$ cat src/rtl/gpt_pkg.sv
package gpt_pkg;

    typedef enum logic [1:0] {
        MODE_IDLE = 2'b00,
        MODE_PWM  = 2'b01,
        MODE_CAP  = 2'b10,
        MODE_EXT  = 2'b11
    } mode_e;

    typedef enum logic [1:0] {
        ERR_NONE = 2'b00,
        ERR_OVF  = 2'b01,
        ERR_PER  = 2'b10,
        ERR_WID  = 2'b11
    } err_e;

    typedef enum logic [1:0] {
        CS_WAIT   = 2'b00,
        CS_WIDTH  = 2'b01,
        CS_PERIOD = 2'b10
    } cap_st_e;

    typedef struct packed {
        logic [6:0] rsvd;
        logic       run_in_halt;
        logic       pad_off;
        logic       toggle;
        logic       clk_alt;
        logic       irq_en;
        logic       end_sel;
        logic       pol;
        mode_e      mode;
    } cfg_t;

    function automatic err_e prog_err(mode_e m, logic per_zero, logic wid_ge);
        err_e e;
        e = ERR_NONE;
        if (m == MODE_PWM) begin
            if (per_zero)    e = ERR_PER;
            else if (wid_ge) e = ERR_WID;
        end else if (m == MODE_EXT) begin
            if (per_zero)    e = ERR_PER;
        end
        return e;
    endfunction

endpackage

$ cat src/rtl/gpt_ctrl.sv
module gpt_ctrl
    import gpt_pkg::*;
#(
    parameter int CNT_W = 16
) (
    input  logic             clk,
    input  logic             rst,
    input  cfg_t             cfg,
    input  logic             en,
    input  logic [CNT_W-1:0] period,
    input  logic [CNT_W-1:0] width,
    input  logic             alt_tick,
    input  logic             halt,
    input  logic             ovf,
    output logic             run,
    output logic             tick,
    output err_e             err
);
    logic en_q;
    logic start;
    err_e chk;

    assign start = en && !en_q && (cfg.mode != MODE_IDLE);
    assign chk   = prog_err(cfg.mode, period == '0, width >= period);
    assign tick  = (cfg.clk_alt ? alt_tick : 1'b1) && (!halt || cfg.run_in_halt);

    always_ff @(posedge clk) begin
        if (rst) begin
            en_q <= 1'b0;
            run  <= 1'b0;
            err  <= ERR_NONE;
        end else begin
            en_q <= en;
            if (!en) begin
                run <= 1'b0;
            end else if (start) begin
                err <= chk;
                run <= (chk == ERR_NONE);
            end else if (ovf) begin
                err <= ERR_OVF;
            end
        end
    end

    assert_no_bad_start_R7: assert property (@(posedge clk) disable iff (rst)
        $rose(run) && $past(cfg.mode) == MODE_PWM |->
            $past(period) != '0 && $past(width) < $past(period));

    assert_ovf_latched_R9: assert property (@(posedge clk) disable iff (rst)
        $past(ovf) && !$past(start) && $past(en) |-> err == ERR_OVF);

endmodule

$ cat src/rtl/gpt_pwm.sv
module gpt_pwm
    import gpt_pkg::*;
#(
    parameter int CNT_W = 16
) (
    input  logic             clk,
    input  logic             rst,
    input  logic             run,
    input  logic             tick,
    input  logic             pol,
    input  logic             toggle,
    input  logic             end_sel,
    input  logic [CNT_W-1:0] period,
    input  logic [CNT_W-1:0] width,
    output logic             pin,
    output logic             evt
);
    logic [CNT_W-1:0] cnt;
    logic             eff_pol;
    logic             last_tick;
    logic             width_end;

    assign last_tick = (cnt == period - 1'b1);
    assign width_end = (width != '0) && (cnt == width - 1'b1);
    assign evt       = run && tick && (end_sel ? last_tick : width_end);
    assign pin       = (run && (cnt < width)) ? eff_pol : !eff_pol;

    always_ff @(posedge clk) begin
        if (rst || !run) begin
            cnt     <= '0;
            eff_pol <= pol;
        end else if (tick) begin
            if (last_tick) begin
                cnt <= '0;
                if (toggle) eff_pol <= !eff_pol;
            end else begin
                cnt <= cnt + 1'b1;
            end
        end
    end

    assert_halt_freeze_R12: assert property (@(posedge clk) disable iff (rst)
        $past(run) && !$past(tick) |-> $stable(cnt) && $stable(eff_pol));

    assert_toggle_flip_R4: assert property (@(posedge clk) disable iff (rst)
        $past(run) && $past(tick) && $past(toggle) &&
        $past(cnt) == $past(period) - 1'b1 |-> eff_pol != $past(eff_pol));

endmodule

$ cat src/rtl/gpt_capture.sv
module gpt_capture
    import gpt_pkg::*;
#(
    parameter int CNT_W = 16
) (
    input  logic             clk,
    input  logic             rst,
    input  logic             run,
    input  logic             tick,
    input  logic             pol,
    input  logic             end_sel,
    input  logic             s_now,
    input  logic             s_prev,
    output logic [CNT_W-1:0] cap_w,
    output logic [CNT_W-1:0] cap_p,
    output logic             evt,
    output logic             ovf
);
    cap_st_e          st;
    logic [CNT_W-1:0] cnt;
    logic [CNT_W-1:0] cnt_nx;
    logic             lead;
    logic             trail;
    logic             wrap;

    assign lead   = (s_now == pol) && (s_prev != pol);
    assign trail  = (s_now != pol) && (s_prev == pol);
    assign cnt_nx = cnt + CNT_W'(tick);
    assign wrap   = tick && (cnt == '1);
    assign ovf    = run && (st != CS_WAIT) && wrap;
    assign evt    = run && !wrap &&
                    (((st == CS_WIDTH) && trail && !end_sel) ||
                     ((st == CS_PERIOD) && lead));

    always_ff @(posedge clk) begin
        if (rst) begin
            st    <= CS_WAIT;
            cnt   <= '0;
            cap_w <= '0;
            cap_p <= '0;
        end else if (!run) begin
            st  <= CS_WAIT;
            cnt <= '0;
        end else begin
            case (st)
                CS_WAIT: begin
                    if (lead) begin
                        st  <= CS_WIDTH;
                        cnt <= '0;
                    end
                end
                CS_WIDTH: begin
                    if (wrap) begin
                        st <= CS_WAIT;
                    end else if (trail) begin
                        cap_w <= cnt_nx;
                        cnt   <= cnt_nx;
                        st    <= end_sel ? CS_PERIOD : CS_WAIT;
                    end else begin
                        cnt <= cnt_nx;
                    end
                end
                CS_PERIOD: begin
                    if (wrap) begin
                        st <= CS_WAIT;
                    end else if (lead) begin
                        cap_p <= cnt_nx;
                        cnt   <= '0;
                        st    <= CS_WIDTH;
                    end else begin
                        cnt <= cnt_nx;
                    end
                end
                default: st <= CS_WAIT;
            endcase
        end
    end

    assert_period_after_width_R8: assert property (@(posedge clk) disable iff (rst)
        st == CS_PERIOD |-> end_sel || !run || $past(st) == CS_PERIOD || $past(st) == CS_WIDTH);

endmodule

$ cat src/rtl/gpt_extcnt.sv
module gpt_extcnt
    import gpt_pkg::*;
#(
    parameter int CNT_W = 16
) (
    input  logic             clk,
    input  logic             rst,
    input  logic             run,
    input  logic             active,
    input  logic             s_now,
    input  logic             s_prev,
    input  logic [CNT_W-1:0] period,
    output logic             evt
);
    logic [CNT_W-1:0] cnt;
    logic             rise;
    logic             last;

    assign rise = run && active && s_now && !s_prev;
    assign last = (cnt == period - 1'b1);
    assign evt  = rise && last;

    always_ff @(posedge clk) begin
        if (rst || !run) begin
            cnt <= '0;
        end else if (rise) begin
            cnt <= last ? '0 : cnt + 1'b1;
        end
    end

    assert_ext_wrap_R10: assert property (@(posedge clk) disable iff (rst)
        evt |=> cnt == '0);

endmodule

$ cat src/rtl/gp_timer.sv
module gp_timer
    import gpt_pkg::*;
#(
    parameter int CNT_W = 16
) (
    input  logic             clk,
    input  logic             rst,
    input  logic [15:0]      cfg,
    input  logic [CNT_W-1:0] period,
    input  logic [CNT_W-1:0] width,
    input  logic             en,
    input  logic             tin,
    input  logic             alt_tick,
    input  logic             halt,
    output logic             pwm_out,
    output logic             pad_en,
    output logic [CNT_W-1:0] cap_width,
    output logic [CNT_W-1:0] cap_period,
    output logic             irq,
    output logic [1:0]       err
);
    cfg_t c;
    logic s1, s2, s3;
    logic run, tick, cap_ovf;
    err_e err_st;
    logic pwm_pin, pwm_evt, cap_evt, ext_evt, evt_sel;

    assign c = cfg_t'(cfg);

    always_ff @(posedge clk) begin
        if (rst) begin
            s1 <= 1'b0;
            s2 <= 1'b0;
            s3 <= 1'b0;
        end else begin
            s1 <= tin;
            s2 <= s1;
            s3 <= s2;
        end
    end

    gpt_ctrl #(.CNT_W(CNT_W)) u_ctrl (
        .clk(clk), .rst(rst), .cfg(c), .en(en), .period(period), .width(width),
        .alt_tick(alt_tick), .halt(halt), .ovf(cap_ovf),
        .run(run), .tick(tick), .err(err_st)
    );

    gpt_pwm #(.CNT_W(CNT_W)) u_pwm (
        .clk(clk), .rst(rst), .run(run && c.mode == MODE_PWM), .tick(tick),
        .pol(c.pol), .toggle(c.toggle), .end_sel(c.end_sel),
        .period(period), .width(width), .pin(pwm_pin), .evt(pwm_evt)
    );

    gpt_capture #(.CNT_W(CNT_W)) u_cap (
        .clk(clk), .rst(rst), .run(run && c.mode == MODE_CAP), .tick(tick),
        .pol(c.pol), .end_sel(c.end_sel), .s_now(s2), .s_prev(s3),
        .cap_w(cap_width), .cap_p(cap_period), .evt(cap_evt), .ovf(cap_ovf)
    );

    gpt_extcnt #(.CNT_W(CNT_W)) u_ext (
        .clk(clk), .rst(rst), .run(run && c.mode == MODE_EXT),
        .active(!halt || c.run_in_halt), .s_now(s2), .s_prev(s3),
        .period(period), .evt(ext_evt)
    );

    always_comb begin
        case (c.mode)
            MODE_PWM: evt_sel = pwm_evt;
            MODE_CAP: evt_sel = cap_evt;
            MODE_EXT: evt_sel = ext_evt;
            default:  evt_sel = 1'b0;
        endcase
    end

    always_ff @(posedge clk) begin
        if (rst) irq <= 1'b0;
        else     irq <= c.irq_en && evt_sel;
    end

    assign pwm_out = (c.mode == MODE_PWM) ? pwm_pin : 1'b0;
    assign pad_en  = (c.mode == MODE_PWM) && !c.pad_off;
    assign err     = err_st;

    assert_irq_gated_R6: assert property (@(posedge clk) disable iff (rst)
        irq |-> $past(c.irq_en));

    assert_idle_quiet_R2: assert property (@(posedge clk) disable iff (rst)
        $past(c.mode) == MODE_IDLE && c.mode == MODE_IDLE |-> !irq && !pwm_out);

endmodule

$ cat config.mk
export PLATFORM = sky130hd
export DESIGN_NAME = gp_timer
export DESIGN_NICKNAME = d
export VERILOG_FILES = /design/src/rtl/gpt_pkg.sv /design/src/rtl/gpt_ctrl.sv /design/src/rtl/gpt_pwm.sv /design/src/rtl/gpt_capture.sv /design/src/rtl/gpt_extcnt.sv /design/src/rtl/gp_timer.sv
export SDC_FILE = /design/constraint.sdc
export NUM_CORES = 1
export LEC_CHECK = 0
export ABC_AREA = 1
export ABC_CLOCK_PERIOD_IN_PS = 2600
export BUFFER_PORTS_ARGS = -buffer_cell sky130_fd_sc_hd__buf_2
export CAP_MARGIN = 20
export CORE_UTILIZATION = 59
export DETAILED_ROUTE_END_ITERATION = 7
export MAX_ROUTING_LAYER = met4
export PLACE_DENSITY = 0.8
export SYNTH_ARGS = -nofsm -noshare
export SYNTH_HDL_FRONTEND = slang
export SYNTH_SLANG_ARGS = --single-unit
$ cat constraint.sdc
create_clock -name clk -period 2.6 [get_ports clk]
set_clock_uncertainty 0.1 [all_clocks]
set_input_delay 0.52 -clock clk [delete_from_list [all_inputs] [get_ports clk]]
set_output_delay 0.52 -clock clk [all_outputs]
set_load 0.03 [all_outputs]
# Yosys cells after proc, flatten, opt, wreduce, memory -nomap -nowiden
# Cells that the tools add are included.
# op_classes
n_addsub,5
n_lt_le_gt_ge,2
eq_ne,17
mux,29
bitwise_logic,3
n_reduce_logical,57
# op_table
op,n
2-to-1 mux 16 bit,6
== test 16 bit,3
case mux 16 bit (3 select lines),1
adder 16 x 1 -> 16 bit (second input constant),2
subtractor 16 x 1 -> 16 bit (second input constant),2
logical AND 1 bit,26
2-to-1 mux 2 bit,12
adder 16 x 1 -> 16 bit,1
== test 16 bit (second input constant),1
>= comparator 16 bit,1
logical NOT 16 bit,1
< comparator 16 bit,1
nonzero test 16 bit,1
AND reduction 4 bit,3
nonzero test 2 bit,6
logical NOT 1 bit,9
2-to-1 mux 1 bit,8
== test 2 bit (second input constant),3
case mux 2 bit (3 select lines),1
== test 2 x 1 -> 1 bit (second input constant),2
logical NOT 2 bit,2
logical OR 1 bit,4
inequality test 2 bit (second input constant),2
OR reduction 2 bit,2
9 further kinds,13
# word_totals
register_bits,91
in_bits,54
out_inout_bits,37
word_cells,127

# Logic depth before layout (Yosys ltp)
# Gate-level depths: netlist of run 1.
# logic_depth
depth_word,9
ltp_mapped,17
mapped_depth_nobuf,16

# Modules after synthesis
# A second synthesis of run 1 with hierarchy kept.
# unflattened
hier_cells,1244
area_unflattened_um2,7758.7
# by_module_without_submodules
mod,n_inst,cells_each,area_per_inst_um2,seq_area_each_um2
gpt_pwm,1,459,2646.3,350.3
gpt_capture,1,344,2494.9,1001.0
gpt_extcnt,1,305,1734.2,320.3
gpt_ctrl,1,105,688.2,80.1
gp_timer,1,31,195.2,80.1

# Worst setup path before layout of run 1
# OpenSTA, ideal clock, no wires.
# synth_timing
path_type,input to output
from,input port width[1]
to,output port pwm_out
t_arrival_ns,1.911
t_required_ns,1.980
slack_ns,0.069
cell_stages,10
path_buffers,0
path_cell_list,inv_1 ha_1 a21oi_1 o21ai_0 nand4_1 o211ai_1 nand3_1 nand3_1 o21ai_0 a21oi_1
# synth_between
elab_chain_cells,4
# synth_rtl
item,line,rtl
"start, declared",gp_timer.sv:10,"input logic [CNT_W-1:0] width,"
< comparator 16 bit,gpt_pwm.sv:26,assign pin = (run && (cnt < width)) ? eff_pol : !eff_pol;
logical AND 1 bit,gpt_pwm.sv:26,
2-to-1 mux 1 bit,gpt_pwm.sv:26,
2-to-1 mux 1 bit,gp_timer.sv:80,assign pwm_out = (c.mode == MODE_PWM) ? pwm_pin : 1'b0;
"end, declared",gp_timer.sv:15,"output logic pwm_out,"
# No other way between the ends.

# Worst setup path in the final report of run 1
# layout_timing
from,register u_pwm.cnt[10]
to,output port pwm_out
# layout_between
elab_chain_cells,4
# layout_rtl
item,line,rtl
"start, declared",gpt_pwm.sv:18,logic [CNT_W-1:0] cnt;
"start signal, assigned",gpt_pwm.sv:37,cnt <= cnt + 1'b1;
< comparator 16 bit,gpt_pwm.sv:26,
logical AND 1 bit,gpt_pwm.sv:26,
2-to-1 mux 1 bit,gpt_pwm.sv:26,
2-to-1 mux 1 bit,gp_timer.sv:80,
# No other way between the ends.

==> results of run 1 <==
==> registers in the layout, summed over array words and instances (netlist names), 2 cells and up <==
register,flops
u_pwm.cnt,16
u_cap.cnt,16
u_cap.cap_w,16
u_cap.cap_p,16
u_cap.st,2
u_ctrl.err,2
u_ext.cnt,16
==> critical path, stage by stage (launching register included) <==
cell and delay (ps):
dfxtp_1 390, ha_1 300, inv_1 60, o31ai_1 310, a21oi_2 130, nand3_2 110
o21ai_1 60, a21oi_1 120, buf_4 170
==> routing by layer <==
layer	GRT usage	vias up	part of all wire
met2	0.517	240	0.45
met1	0.447	3225	0.47
met5	-	-	0
met4	0.0888	0	0.011
met3	0.0579	18	0.070
li1	-	3646	-
==> power groups by stage <==
| stage | combinational (mW) | clock, mW | sequential [mW] |
|---|---|---|---|
| CTS | 0.426 | 1.37 | 1.40 |
| global placement | 0.414 | 0 | 1.44 |
| finish | 0.440 | 1.35 | 1.40 |
| floorplan | 0.239 | 0 | 1.44 |
| global route | 0.490 | 1.41 | 1.40 |
| detailed placement | 0.421 | 0 | 1.44 |
==> per-stage QoR <==
| stage | std cells | power (mW) | setup TNS, ps | hold slack [ps] |
|---|---|---|---|---|
| after floorplan | 1036 | 1.68 | 0 | 288 |
| after global placement | 1319 | 1.85 | -2560 | 291 |
| after detailed placement | 1319 | 1.86 | -3280 | 294 |
| after CTS | 1336 | 3.20 | -26.0 | 278 |
| after global routing | 1336 | 3.31 | -151 | 310 |
| final | 1336 | 3.20 | -17.8 | 287 |
==> final timing paths <==
check | from | to | slack, ps
setup / recovery | u_pwm.cnt[10]$_SDFFE_PP0P_ | pwm_out | -20
setup reg to reg | u_cap.cnt[11]$_SDFFE_PP0P_ | u_cap.cap_p[6]$_SDFFE_PP0P_ | 240
hold reg to reg | s1$_SDFF_PP0_ | s2$_SDFF_PP0_ | 300
hold / removal | tin | s1$_SDFF_PP0_ | 290
==> final cells by class <==
| cell class | instances | area, µm² |
|---|---|---|
| fillers | 942 | 2780 |
| repair buffers | 158 | 981 |
| well taps | 140 | 175 |
| clock inverters | 6 | 72.6 |
| inverters | 145 | 549 |
| flip-flops and latches | 91 | 1840 |
| clock buffers | 10 | 229 |
| multi-input cells | 786 | 4310 |
==> placed cells by master, fill, tap and decap left out, types with 3 or more instances in the layout <==
cell type,n
nand3b_1,13
nor2_2,11
nand4_1,16
nand2_2,7
nand3_2,4
o21ai_1,4
xor2_1,34
nor2_4,4
a21oi_2,6
o21ai_0,42
xnor2_1,21
clkbuf_16,9
ha_4,3
inv_2,7
nor3_2,5
nand2_1,245
nand3_1,91
clkinv_1,3
inv_1,133
ha_1,39
dfxtp_2,7
buf_2,82
dfxtp_1,83
nor2_1,140
nor3_1,22
a21oi_1,56
buf_4,76
==> repair_timing <==
| action | in CTS | in global routing |
|---|---|---|
| pin swaps | 2 | 6 |
| gates resized for setup | 9 | 18 |
| endpoints found under the setup margin | 12 | 1 |
| buffers inserted | 1 | 0 |
==> cell families after synthesis <==
logic type | after synthesis | share of synthesized area
xor gates and xnor gates | 56 | 0.0754
adders and majority gates | 43 | 0.0804
AOI/OAI and AO/OA | 118 | 0.0939
DFF | 91 | 0.274
and+or+nand+nor | 569 | 0.382
buffers and inverters | 159 | 0.0941
==> results.txt, run 1 <==
PD cells - 392 nW/µm²
Avg Cell Area, Syn - 6.46 µm²
Synth warnings - 0
type of the most critical hold path - in -> reg
sequential fraction of design power - 0.440
vias in the first global route - 6428
DR pass1 iterations - 5
status - finished, violations left
Slew @ Worst Pin - 720 ps
Max Buffers Root-to-Sink - 2
pre-CTS setup slack - -299 ps
GPL Wtd Cong - 0.943
worst setup margin - -17.8 ps
Fin. Hold Viols - 0
critical path required time - 1980 ps
row count - 38
CTS tree - yes
share of the synthesized area in the top cell type - 0.269
pin count of the biggest net entering global routing - 31
worst vdd ir - 0.352 mV
Synth area leader - dfxtp_1
CTS HTree Levels - 3
Commonest cells post-synth - nand2_1, nor2_1, inv_1
Lkg Pwr - 3.91 nW
Worst Hold Depth - 3
cell area after layout - 8150 µm²
Vias - 7129
Post-synth EDFFs - 1
RSZ-0062 raised after global routing - yes
Max-slew headroom - 0.519
Mapped Cells - 1036
initial core utilization - 0.612
CTS Hold Bufs - 0
Worst-path clk slew - 70 ps
switching share of power - 0.269
I/O pin cnt - 91
Max Cap Viol - 0
DP Area - 7760 µm²
CTS sink count - 91
Detail Placement HPWL - 14200 µm
Die H - 108 µm
cell area after synthesis - 6690 µm²
logic gate share of total power - 0.138
ratio of cells with drive above 1 in the final layout - 0.200
Clk Latency, worst-skew pair - 340 ps
Iter 0 DRT Violations - 550
sequential share of the synthesized area - 0.274
dominant synthesized flop cell - dfxtp_1
Die Wd - 108 µm
routed wire length - 18300 µm
Root Buffer - clkbuf_16
Psw - 0.860 mW
maximum fanout along the worst path - 5
Peak Freq - 382 MHz
fin nets - 1288
first-pass GRT wire length - 30100 µm
cells on worst reg2reg path - 10
most common cell in the netlist - nand2_1
CP Launch Type - flop
clock period minus worst slack - 2620 ps
GRT Total Usage - 0.334
count of unique library cells instantiated by Yosys - 44
Vias per Instance - 5.34
Routed Antenna Nets - 0
die footprint - 11800 µm²
GR Overflow Total - 0
asr flop ratio synth - 0
Internal - 2.34 mW
WS Path Type - reg -> out
Critical Path Sink Type - output pin
largest cells by area after synthesis - dfxtp_1, nand2_1, ha_1
Avg WL per Cell - 13.7 µm
Port Buffer Count - 83
Area Overhead vs Synth - 21.9%
period utilization - 1.01
ANT cells - 0
failing checks - setup timing
drt drc - 0
initial antenna violation count - 0
Clock power frac - 0.423
Final Core Density - 0.746
TritonCTS buffer count - 9
Yosys reg bits - 91
Syn Nets - 1133
Core ar. - 10900 µm²
pins over their slew limit - 0
Critical Path AT - 2000 ps
setup violators final - 1
Power figures use the tool's default switching activity.
==> run 2, diff against run 1 <==
--- a/config.mk
+++ b/config.mk
@@ -9,10 +9,10 @@
 export ABC_CLOCK_PERIOD_IN_PS = 2600
 export BUFFER_PORTS_ARGS = -buffer_cell sky130_fd_sc_hd__buf_2
 export CAP_MARGIN = 20
-export CORE_UTILIZATION = 59
+export CORE_UTILIZATION = 45
 export DETAILED_ROUTE_END_ITERATION = 7
 export MAX_ROUTING_LAYER = met4
-export PLACE_DENSITY = 0.8
+export PLACE_DENSITY = 0.63
 export SYNTH_ARGS = -nofsm -noshare
 export SYNTH_HDL_FRONTEND = slang
 export SYNTH_SLANG_ARGS = --single-unit
==> results.txt, run 2 (synthesized netlist as in run 1, its figures left out) <==
Worst-path clk slew - 80 ps (about the same)
maximum fanout along the worst path - 2 (-3)
Fin. Hold Viols - 0 (unchanged)
type of the most critical hold path - in -> reg
row count - 44 (+16%)
I/O pin cnt - 91 (unchanged)
Max-slew headroom - 0.558 (+0.0400)
switching share of power - 0.289 (+0.0201)
die footprint - 15400 µm² (+31%)
cells on worst reg2reg path - 9 (-1)
sequential fraction of design power - 0.442 (+0.002)
Final Core Density - 0.566 (-0.179)
Max Cap Viol - 0 (unchanged)
Critical Path Sink Type - output pin
Iter 0 DRT Violations - 365 (-34%)
clock period minus worst slack - 2540 ps (-81.1 ps)
Vias per Instance - 5.00 (-6.2%)
Detail Placement HPWL - 15000 µm (+5.4%)
Clk Latency, worst-skew pair - 350 ps (about the same)
routed wire length - 18500 µm (+0.71%)
Avg WL per Cell - 13.3 µm (-2.8%)
initial antenna violation count - 1 (+1)
Crit. Startpoint - width[15]
Critical Path AT - 1920 ps (-80 ps)
Die Wd - 124 µm (+14%)
first-pass GRT wire length - 30400 µm (+1.1%)
CTS sink count - 91 (unchanged)
vias in the first global route - 6483 (+0.86%)
reg-to-reg slack, setup - 370 ps (+130 ps)
setup tns final - 0 ps (+17.8 ps)
most common cell after layout, fill and taps aside - nand2_1
drt drc - 0 (unchanged)
Die H - 124 µm (+14%)
hold slack - 265 ps (-22.4 ps)
initial core utilization - 0.460 (-0.151)
pins over their slew limit - 0 (unchanged)
fin nets - 1291 (+0.23%)
ratio of cells with drive above 1 in the final layout - 0.196 (-0.00384)
setup violators final - 0 (-1)
WS Path Type - in -> out
overall power - 3.18 mW (-0.47%)
most frequent cells in the layout - nand2_1, nor2_1, inv_1
logic gate share of total power - 0.135 (-0.003)
pin count of the biggest net entering global routing - 33 (+6.5%)
R2R Path End - u_cap.cnt[12]$_SDFFE_PP0P_
TritonCTS buffer count - 9 (unchanged)
Placed Cells - 1366 (+3.6%)
Area Overhead vs Synth - 23.0%
Routed Antenna Nets - 0 (unchanged)
Internal - 2.26 mW (-3.2%)
Finished Layout Cells - 1384 (+3.6%)
period utilization - 0.976 (-0.0312)
PD cells - 386 nW/µm² (-1.4%)
CTS HTree Levels - 3 (unchanged)
GR Overflow Total - 0 (unchanged)
CP Launch Type - primary input
DR pass1 iterations - 5 (unchanged)
Root Buffer - clkbuf_16
Core ar. - 14500 µm² (+33%)
Clock power frac - 0.423 (about the same)
critical path required time - 1980 ps (about the same)
GPL Wtd Cong - 0.968 (+2.7%)
RSZ-0062 raised after global routing - yes
worst vdd ir - 0.400 mV (+14%)
Max Buffers Root-to-Sink - 2 (unchanged)
Vias - 6926 (-2.8%)
Psw - 0.920 mW (+7.0%)
Peak Freq - 394 MHz (+3.2%)
hold path start - tin
CTS tree - yes
CP endpoint - pwm_out
status - complete, no violations
Port Buffer Count - 83 (unchanged)
Slew @ Worst Pin - 660 ps (-59.7 ps)
worst r2r src - s2$_SDFF_PP0_
Lkg Pwr - 3.92 nW (+0.39%)
GRT Total Usage - 0.262 (-0.0712)
## run 2: cell count changes in the layout (fill, tap and decap cells not counted), moves of 2 or more
cell      before  now
dfxtp_1       83   87
dfxtp_2        7    3
clkinv_8       0    3
inv_1        133  136
inv_2          7    4
buf_4         76   78
o21ai_1        4    2
## run 2: layout make-up
cell class	count	area (µm²)
Inverter	145	549
Timing Repair Buffer	161	1010
Multi-Input combinational cell	786	4300
Clock inverter	7	83.8
Sequential cell	91	1840
Tap cell	184	230
Antenna cell	1	2.50
Clock buffer	9	225
Fill cell	1507	6300
## run 2: worst min-delay path by stage
stage,endpoint,cells after the start
after global placement,s2$_SDFF_PP0_,2
after CTS,s1$_SDFF_PP0_,3
after detailed placement,s2$_SDFF_PP0_,2
final,s1$_SDFF_PP0_,3
after global routing,s1$_SDFF_PP0_,3
after floorplan,s2$_SDFF_PP0_,2
## run 2: critical path, stage by stage
cell     delay [ps]
buf_2            90
inv_1            50
ha_1            300
a21oi_1         140
o21ai_0         160
a21oi_2         200
nand3_2         120
o21ai_2         150
a21oi_2          50
buf_6           140
## run 2: power groups by stage
| stage | logic, mW | registers [mW] | clock network [mW] |
|---|---|---|---|
| floorplan | 0.239 | 1.44 | 0 |
| global placement | 0.418 | 1.44 | 0 |
| detailed placement | 0.422 | 1.44 | 0 |
| CTS | 0.428 | 1.40 | 1.38 |
| global route | 0.488 | 1.41 | 1.44 |
| finish | 0.430 | 1.40 | 1.35 |
## run 2: through the flow
step                      worst slack [ps]  instance area [µm²]
after floorplan                       68.5                 6690
after global placement               -73.9                 7850
after detailed placement             -68.7                 7850
after CTS                             2.68                 8200
after global routing                 -90.3                 8230
final                                 63.3                 8230
## run 2: timing repair
| item | in CTS | in global routing |
|---|---|---|
| endpoints found under the hold margin | 0 | 0 |
| hold buffers | 0 | 0 |
| pin swaps | 2 | 4 |
| gates resized for setup | 10 | 8 |
| gates cloned | 0 | 0 |
| setup endpoints to repair | 1 | 1 |
| setup buffers | 1 | 0 |
## run 2: per-layer routing
layer,up-vias,share of wire,GRT usage,wire (µm)
met1,3096,0.47,0.333,8770
met3,18,0.048,0.0476,880
met2,161,0.47,0.437,8600
met4,0,0.012,0.0528,229
met5,-,0,-,0
li1,3651,-,-,-
==> run 3, diff against run 2 <==
--- a/config.mk
+++ b/config.mk
@@ -13,6 +13,7 @@
 export DETAILED_ROUTE_END_ITERATION = 7
 export MAX_ROUTING_LAYER = met4
 export PLACE_DENSITY = 0.63
+export RECOVER_POWER = 25
 export SYNTH_ARGS = -nofsm -noshare
 export SYNTH_HDL_FRONTEND = slang
 export SYNTH_SLANG_ARGS = --single-unit
==> results.txt, run 3 (synthesized netlist as in run 1, its figures left out) <==
routed wire length - 18400 µm (-0.32%)
worst setup margin - 53.8 ps (-9.57 ps)
most common cell after layout, fill and taps aside - nand2_1
ratio of cells with drive above 1 in the final layout - 0.172 (-0.0242)
CP Launch Type - primary input
met1 wire length - 8720 µm (-0.51%)
DR pass1 iterations - 5 (unchanged)
maximum fanout along the worst path - 2 (unchanged)
fin nets - 1291 (unchanged)
Vias per Instance - 5.01 (about the same)
type of the most critical hold path - in -> reg
Max Buffers Root-to-Sink - 2 (unchanged)
vias in the first global route - 6483 (unchanged)
clock period minus worst slack - 2550 ps (+9.57 ps)
Max Cap Viol - 0 (unchanged)
row count - 44 (unchanged)
Lkg Pwr - 3.80 nW (-3.2%)
GPL Wtd Cong - 0.968 (unchanged)
Detail Placement HPWL - 15000 µm (unchanged)
Core ar. - 14500 µm² (unchanged)
CTS HTree Levels - 3 (unchanged)
first-pass GRT wire length - 30400 µm (unchanged)
Critical Path AT - 1930 ps (about the same)
Area Overhead vs Synth - 22.5%
cells on worst reg2reg path - 9 (unchanged)
hold slack - 267 ps (+1.91 ps)
GRT Total Usage - 0.262 (unchanged)
initial antenna violation count - 1 (unchanged)
Root Buffer - clkbuf_16
Highest Signal Layer - met4
Die H - 124 µm (unchanged)
initial core utilization - 0.460 (unchanged)
critical path required time - 1980 ps (about the same)
drt drc - 0 (unchanged)
Routed Antenna Nets - 0 (unchanged)
WS Path Type - in -> out
Critical Path Sink Type - output pin
CTS Hold Bufs - 0 (unchanged)
status - complete, no violations
Worst Hold Depth - 3 (unchanged)
PD cells - 388 nW/µm² (+0.31%)
Die Wd - 124 µm (unchanged)
Iter 0 DRT Violations - 392 (+7.4%)
met2 WL - 8580 µm (-0.19%)
hold path start - tin
I/O pin cnt - 91 (unchanged)
Peak Freq - 393 MHz (-0.38%)
RSZ-0062 raised after global routing - yes
Vias - 6930 (+0.058%)
Slew @ Worst Pin - 664 ps (+3.96 ps)
pre-CTS setup slack - -68.7 ps (unchanged)
worst r2r src - s2$_SDFF_PP0_
die footprint - 15400 µm² (unchanged)
overall power - 3.18 mW (-0.13%)
reg-to-reg slack, setup - 370 ps (about the same)
Worst-path clk slew - 80 ps (about the same)
WHS Endpoint - s1$_SDFF_PP0_
most frequent cells in the layout - nand2_1, nor2_1, inv_1
TritonCTS buffer count - 9 (unchanged)
R2R Path End - u_cap.cnt[12]$_SDFFE_PP0P_
Max-slew headroom - 0.556 (-0.00265)
CTS sink count - 91 (unchanged)
pins over their slew limit - 0 (unchanged)
period utilization - 0.979 (+0.00368)
setup violators final - 0 (unchanged)
worst vdd ir - 0.400 mV (-0.12%)
met3 wire length - 905 µm (+2.8%)
CTS tree - yes
Port Buffer Count - 83 (unchanged)
Avg WL per Cell - 13.3 µm (-0.32%)
GR Overflow Total - 0 (unchanged)
Fin. Hold Viols - 0 (unchanged)
Clk Latency, worst-skew pair - 350 ps (about the same)
pin count of the biggest net entering global routing - 33 (unchanged)
==> run 3: changes by cell type in the layout (fill, tap and decap cells not counted) <==
cell | previous run | this run
buf_2 | 82 | 53
clkbuf_1 | 0 | 29
==> run 3: what timing repair did <==
action	CTS	global route
setup endpoints to repair	1	1
pin swaps	2	4
setup buffers	1	0
gates cloned	0	0
gates resized for setup	10	8
==> run 3: area by class of cell <==
cell class	count	area, µm²
Fill cell	1518	6340
Multi-Input combinational cell	786	4300
Sequential cell	91	1840
Timing Repair Buffer	161	971
Inverter	145	549
Tap cell	184	230
Clock buffer	9	225
Clock inverter	7	83.8
Antenna cell	1	2.50
==> run 3: per-stage QoR <==
| step | instance area (µm²) | util | cells | setup TNS (ps) |
|---|---|---|---|---|
| after floorplan | 6690 | - | 1036 | 0 |
| after global placement | 7850 | 0.540 | 1366 | -115 |
| after detailed placement | 7850 | 0.540 | 1366 | -132 |
| after CTS | 8200 | 0.564 | 1383 | 0 |
| after global routing | 8190 | 0.564 | 1384 | -90.3 |
| final | 8190 | 0.564 | 1384 | 0 |
==> run 3: critical path: stages <==
cell	delay (ps)
buf_2	90
inv_1	50
ha_1	300
a21oi_1	140
o21ai_0	160
a21oi_2	200
nand3_2	130
o21ai_2	150
a21oi_2	50
buf_6	140
==> run 3: how the worst max path moves through the flow <==
stage / startpoint / to / depth (start not counted)
after floorplan: width[1] / pwm_out / 10
after global placement: width[3] / pwm_out / 12
after detailed placement: width[3] / pwm_out / 12
after CTS: u_pwm.cnt[3]$_SDFFE_PP0P_ / pwm_out / 10
after global routing: u_pwm.cnt[3]$_SDFFE_PP0P_ / pwm_out / 10
final: width[15] / pwm_out / 10
==> run 3: per-layer routing <==
metal,GRT usage,up-vias
li1,-,3656
met1,0.333,3103
met2,0.437,155
met3,0.0476,16
met4,0.0528,0
met5,-,-
==> run 3: where the power goes <==
| group | switching, mW | internal (mW) | leakage (nW) | total (mW) |
|---|---|---|---|---|
| Combinational | 0.257 | 0.173 | 2.91 | 0.430 |
| Sequential | 0.00358 | 1.40 | 0.738 | 1.40 |
| Clock | 0.655 | 0.686 | 0.151 | 1.34 |
